File: src/rtl/shf_pkg.sv
package shf_pkg;
  typedef enum logic [2:0] {
    SHM_LSL = 3'b000,
    SHM_LSR = 3'b001,
    SHM_ASL = 3'b010,
    SHM_ASR = 3'b011,
    SHM_ROL = 3'b100,
    SHM_ROR = 3'b101,
    SHM_PS6 = 3'b110,
    SHM_PS7 = 3'b111
  } shf_mode_e;

  typedef struct packed {
    logic go_right;
    logic wrap;
    logic arith;
    logic pass;
  } shf_ctl_t;
endpackage

File: src/rtl/shf_mode_dec.sv
module shf_mode_dec
  import shf_pkg::*;
(
  input  logic [2:0] mode,
  output shf_ctl_t   ctl
);
  always_comb begin
    ctl = '0;
    case (shf_mode_e'(mode))
      SHM_LSL: ctl = '{go_right: 1'b0, wrap: 1'b0, arith: 1'b0, pass: 1'b0};
      SHM_LSR: ctl = '{go_right: 1'b1, wrap: 1'b0, arith: 1'b0, pass: 1'b0};
      SHM_ASL: ctl = '{go_right: 1'b0, wrap: 1'b0, arith: 1'b1, pass: 1'b0};
      SHM_ASR: ctl = '{go_right: 1'b1, wrap: 1'b0, arith: 1'b1, pass: 1'b0};
      SHM_ROL: ctl = '{go_right: 1'b0, wrap: 1'b1, arith: 1'b0, pass: 1'b0};
      SHM_ROR: ctl = '{go_right: 1'b1, wrap: 1'b1, arith: 1'b0, pass: 1'b0};
      default: ctl = '{go_right: 1'b0, wrap: 1'b0, arith: 1'b0, pass: 1'b1};
    endcase
  end
endmodule

File: src/rtl/shf_bitrev.sv
module shf_bitrev #(
  parameter int W = 8
) (
  input  logic [W-1:0] din,
  output logic [W-1:0] dout
);
  for (genvar i = 0; i < W; i++) begin : g_rev
    assign dout[i] = din[W-1-i];
  end
endmodule

File: src/rtl/shf_stages.sv
module shf_stages #(
  parameter int W   = 8,
  parameter int STG = $clog2(W)
) (
  input  logic [W-1:0]   din,
  input  logic [STG-1:0] amt,
  input  logic           wrap,
  input  logic           fill,
  output logic [W-1:0]   dout
);
  logic [W-1:0] lvl [0:STG];

  assign lvl[0] = din;

  for (genvar k = 0; k < STG; k++) begin : g_stage
    localparam int S = 1 << k;
    logic [W-1:0] moved;
    assign moved = wrap ? {lvl[k][W-1-S:0], lvl[k][W-1:W-S]}
                        : {lvl[k][W-1-S:0], {S{fill}}};
    assign lvl[k+1] = amt[k] ? moved : lvl[k];
  end

  assign dout = lvl[STG];
endmodule

File: src/rtl/shf_unit.sv
module shf_unit
  import shf_pkg::*;
#(
  parameter int W     = 8,
  parameter int AMT_W = $clog2(W) + 1
) (
  input  logic             clk,
  input  logic             rst,
  input  logic [2:0]       mode_i,
  input  logic [AMT_W-1:0] amt_i,
  input  logic [W-1:0]     data_i,
  output logic [W-1:0]     data_o
);
  localparam int STG = $clog2(W);

  shf_ctl_t     ctl;
  logic [W-1:0] data_rev, pre, sh_out, sh_lim, sh_rev, post, result;
  logic         fill, over;

  shf_mode_dec u_dec (.mode(mode_i), .ctl(ctl));

  shf_bitrev #(.W(W)) u_rev_in (.din(data_i), .dout(data_rev));

  assign pre  = ctl.go_right ? data_rev : data_i;
  // after the optional reversal, bit 0 is the edge a replicating shift copies
  assign fill = ctl.arith & pre[0];

  if (AMT_W > STG) begin : g_over
    assign over = |amt_i[AMT_W-1:STG];
  end else begin : g_no_over
    assign over = 1'b0;
  end

  shf_stages #(.W(W), .STG(STG)) u_stg (
    .din  (pre),
    .amt  (amt_i[STG-1:0]),
    .wrap (ctl.wrap),
    .fill (fill),
    .dout (sh_out)
  );

  assign sh_lim = (over && !ctl.wrap) ? {W{fill}} : sh_out;

  shf_bitrev #(.W(W)) u_rev_out (.din(sh_lim), .dout(sh_rev));

  assign post   = ctl.go_right ? sh_rev : sh_lim;
  assign result = ctl.pass ? data_i : post;

  always_ff @(posedge clk) begin
    if (rst) data_o <= '0;
    else     data_o <= result;
  end
endmodule

File: config.mk
export PLATFORM = sky130hd
export DESIGN_NAME = shf_unit
export DESIGN_NICKNAME = d
export VERILOG_FILES = /design/src/rtl/shf_pkg.sv /design/src/rtl/shf_mode_dec.sv /design/src/rtl/shf_bitrev.sv /design/src/rtl/shf_stages.sv /design/src/rtl/shf_unit.sv
export SDC_FILE = /design/constraint.sdc
export NUM_CORES = 1
export LEC_CHECK = 0
export BUFFER_PORTS_ARGS = -buffer_cell sky130_fd_sc_hd__buf_2
export CAP_MARGIN = 20
export CORE_MARGIN = 2
export CORE_UTILIZATION = 35
export CTS_BUF_LIST = sky130_fd_sc_hd__clkbuf_2 sky130_fd_sc_hd__clkbuf_4 sky130_fd_sc_hd__clkbuf_8
export CTS_CLUSTER_DIAMETER = 150
export CTS_CLUSTER_SIZE = 16
export DETAILED_ROUTE_END_ITERATION = 7
export PLACE_DENSITY_LB_ADDON = 0.05
export SLEW_MARGIN = 30
export SYNTH_ARGS = -nofsm -noshare
export SYNTH_HDL_FRONTEND = slang
export SYNTH_SLANG_ARGS = --single-unit
File: constraint.sdc
create_clock -name clk -period 2.7 [get_ports clk]
set_clock_uncertainty 0.05 [all_clocks]
set_input_delay 0.27 -clock clk [delete_from_list [all_inputs] [get_ports clk]]
set_output_delay 0.27 -clock clk [all_outputs]
set_load 0.02 [all_outputs]
# == After elaboration in Yosys (flattened, before gate mapping) ==
# Index checks and enable logic that the tools add are counted.
# op_classes
add_sub_neg,0
mul,0
div_mod_pow,0
order_cmp,0
eq_ne,5
shifts,0
muxes,11
n_bitwise,1
n_reduce_logical,3
# op_table
operator,count
$mux 8,7
$pmux 4 s6,1
$eq 3x2->1 const B,2
$eq 3x3->1 const B,2
$mux 4,1
$eq 3x1->1 const B,1
$logic_not 3->1,1
$mux 2,1
$and 1x1->1,1
$logic_and 1x1->1,1
$logic_not 1->1,1
$mux 1,1
# totals
regBits,8
latchBits,0
ram_bits,0
romBits,0
inputBits,17
out_inout_bits,8
elab_cells,21
n_memories,0

# == Logic depth before layout (Yosys ltp) ==
# logic_depth
word_depth,13
mapped_depth,8

# == Cells and area by module ==
# A second synthesis with hierarchy kept.
# hier_totals
hier_cells,131
hier_area_um2,1056.0
# by_module_without_submodules
module,n_inst,cells_each,area_per_inst_um2,seq_area_each_um2
shf_unit,1,61,544.3,160.2
shf_stages,1,50,361.6,0.0
shf_bitrev,2,8,60.1,0.0
shf_mode_dec,1,4,30.0,0.0

# == Worst setup path before layout ==
# No wires, ideal clock.
# synth_timing
path_type,in2reg
start,in mode_i[2]
end,reg data_o[3]
setup_ps,143
t_arrival_ps,1992
setup_slack_ps,515
cell_stages,7
path_cell_list,buf_2 a21boi_2 mux4_2 mux2i_1 nor2b_1 a2111oi_2 a221oi_1
# synth_via
elab_chain_len,11
word_cells_on_any_way,20
cone_classes,eq/ne (5); mux (11); bitwise (1); reduce/logical (3)
# synth_lines
element,line_no,rtl
"start, declared",shf_unit.sv:9,"input logic [2:0] mode_i,"
"$eq 3x3->1, or another cell as far along",shf_mode_dec.sv:9,case (shf_mode_e'(mode))
$pmux 4 s6 (*),shf_mode_dec.sv:9,
$mux 8,shf_unit.sv:24,assign pre = ctl.go_right ? data_rev : data_i;
$and 1x1->1,shf_unit.sv:26,assign fill = ctl.arith & pre[0];
$mux 1,shf_stages.sv:18,"assign moved = wrap ? {lvl[k][W-1-S:0], lvl[k][W-1:W-S]}"
$mux 8 (3 in series),shf_stages.sv:20,assign lvl[k+1] = amt[k] ? moved : lvl[k];
$mux 8,shf_unit.sv:42,assign sh_lim = (over && !ctl.wrap) ? {W{fill}} : sh_out;
$mux 8,shf_unit.sv:46,assign post = ctl.go_right ? sh_rev : sh_lim;
$mux 8 (*),shf_unit.sv:47,assign result = ctl.pass ? data_i : post;
"end signal, assigned",shf_unit.sv:51,else data_o <= result;
"end, declared",shf_unit.sv:12,output logic [W-1:0] data_o
# Every way passes the cells marked *; elsewhere a longest branch is shown, timed or not.
# A chain may end at the register's enable or synchronous reset.

# == Worst setup path in the final report ==
# layout_timing
start,in mode_i[0]
end,reg data_o[0]
# Same word-level chain as after synthesis.

==> metrics <==
1st-pass router iterations 4; Hold EP data_o[6]; Die H 59.3 um; register area share after synthesis 15.0%; Slew Viols, Final 0; period utilization ~77%; Top delay family on crit path compound AO/OA/AOI/OAI gates; Buf/Inv on CP 1; clock-pin slew on the worst setup and hold paths 50 ps; GP Congestion 0.847; Netlist cell types 41; MaxCap Viol Count 0; TritonCTS clock tree built; Synth Register Bits 8; placed wire-length estimate 2.66 mm; Inst Count DP 193; GRT Util Overall roughly a fifth; Post-CTS Setup Repair Bufs 0; pre-CTS WS 377 ps; row count 20; first-pass GRT wire length 5.24 mm; Root Buffer clkbuf_4; Startpoint Class input pin; Port Buffers 24; Num CTS Buffers 3; vias in the first global route 1071; vias per inst 6.28; fin crit period 2070 ps; CP Max Fanout 7; antenna-violating nets left 0; overall power 0.426 mW; Reg with most FFs data_o; min-delay src data_i[6]; setup slack after layout roughly 630 ps; register area 160 sq um; Rel. slew slack about three fifths; final net count around 180; Synth Area per Inst between 7 and 8 sq um; critical path's slowest cell mux4_1; Hold-fix buffers, CTS 0; drt drc 0; Highest Clock Rate 482 MHz; Synth warnings 0; total congestion overflow 0; H-tree depth 1; Post-Syn Area 0.00107 sq mm; Core ar. 0.00298 sq mm; # clock sinks 8; Hold Path Depth 3; fin cells 196; Cells after Synth 141; critical path required time 2770 ps; worst hold slack 261 ps; multi-input logic area about 860 sq um; Clock Path Buffers 2; Starting DRT DRC Count 28; RSZ-0062 raised after global routing false; Fin Setup TNS 0 ps; power per cell area 345 mW/mm^2; vias roughly 1.2k; Regs by FF count data_o (8); Peak VDD IR 99.4 uV; dpl cell area 0.00121 sq mm; share of post-route cells with drive strength above 1 26.4%; worst path cell trace buf_2 > a21boi_2 > mux4_1 > a211oi_1 > nor3_1 > o21ai_0 > nand3_1; fin util around 42%; initial antenna violation count 0; largest net degree at the start of global routing 20; die area 0.00352 sq mm; Starting Density 36.0%; syn nets about 160; CP max stage delay ~670 ps; fill count 330; LEAKAGE a little under 0.5 nW; min-delay worst type in -> reg; WP data arrival 2150 ps; max FFs per register 8; io pins 25; Avg WL per Cell approximately 17 um; Worst-Margin Slew ~600 ps; ANT cells 0; Die Span X between 50 and 60 um; final setup fails 0; Post-Layout Inst Area 0.00124 sq mm; Setup Crit Path Kind in -> reg; area growth from synthesis to layout 15.5%; Total Wirelength 3.31 mm; Final Hold Violating Endpoints 0; Crit. End Element register; outcome completed; post-CTS sizing 0
-- layout by cell type, fill, tap and decap left out, types with 3 or more instances in the layout --
| cell type | n |
|---|---|
| a211oi_1 | 5 |
| a21oi_1 | 11 |
| a22oi_1 | 4 |
| buf_2 | 24 |
| buf_4 | 4 |
| clkbuf_4 | 3 |
| dfxtp_1 | 8 |
| mux2_2 | 5 |
| mux2i_1 | 5 |
| mux4_1 | 3 |
| nand2_1 | 21 |
| nand2b_1 | 6 |
| nand3_1 | 4 |
| nor2_1 | 12 |
| nor3_1 | 10 |
| o211ai_1 | 3 |
| o21ai_0 | 5 |
-- worst max-delay path by stage --
| stage | start | end | slack, ps | cells after the start |
|---|---|---|---|---|
| finish | mode_i[0] | data_o[0] | 630 | 7 |
| floorplan | mode_i[2] | data_o[3] | 520 | 7 |
| global placement | mode_i[0] | data_o[3] | 370 | 7 |
| global route | mode_i[0] | data_o[0] | 490 | 7 |
| CTS | mode_i[0] | data_o[0] | 630 | 7 |
| detailed placement | mode_i[0] | data_o[0] | 380 | 7 |
-- synthesized netlist by cell type, drive strengths merged --
master	n	area share, %
a2111oi	1	1.4
a21bo	1	0.93
a311oi	1	0.82
o31ai	2	1.4
nand2	21	7.4
nand4	1	0.58
buf	6	3.4
nand4b	1	0.82
nor3b	1	0.70
nor2b	1	0.58
o41ai	1	0.82
a211oi	5	3.5
a22oi	4	2.8
nand2b	6	3.5
nor4	1	0.58
clkbuf	3	1.1
a32oi	2	1.6
nand3b	1	0.70
o221ai	1	0.82
and2	1	0.58
a31oi	1	0.58
nand3	4	1.9
mux4	5	12
o211ai	3	2.1
inv	2	0.70
o21bai	2	1.4
a21oi	11	5.1
mux2i	5	4.7
dfxtp	8	15
a221oi	3	3.0
o21ai	5	2.3
or3	1	0.58
mux2	5	5.3
a21boi	1	1.1
nor2	12	4.2
o2bb2ai	1	0.82
o221a	1	1.1
nor3	10	4.7
-- report_power, final --
| part | leakage (nW) | internal, mW | switching, mW | total, mW |
|---|---|---|---|---|
| Clock | 0.0138 | 0.0504 | 0.0335 | 0.0839 |
| Sequential | 0.0662 | 0.130 | 0.00213 | 0.132 |
| Combinational | 0.415 | 0.0832 | 0.127 | 0.211 |
-- kinds of logic (layout without fill, tap and decap cells) --
kind of cell | after synthesis | after routing | synth area share [%]
compound gates | 46 | 46 | 31.7
buf+inv | 11 | 33 | 5.14
flops | 8 | 8 | 15.0
mux | 15 | 15 | 21.5
simple gates | 61 | 61 | 26.8
-- metal layers --
| layer | GRT usage (%) | share of wire (%) |
|---|---|---|
| met3 | 0.873 | 4.4 |
| met1 | 26.6 | 45 |
| met4 | 5.52 | 0.45 |
| met2 | 34.5 | 50 |
| met5 | 0 | 0 |
-- area by class of cell --
cell class                      count  share of cell area (%)
Multi-Input combinational cell    122                    69.2
Timing Repair Buffer               28                    12.1
Inverter                            2                   0.607
Tap cell                           33                    3.34
Clock buffer                        3                    1.82
Sequential cell                     8                    12.9
Power figures use the tool's default switching activity.
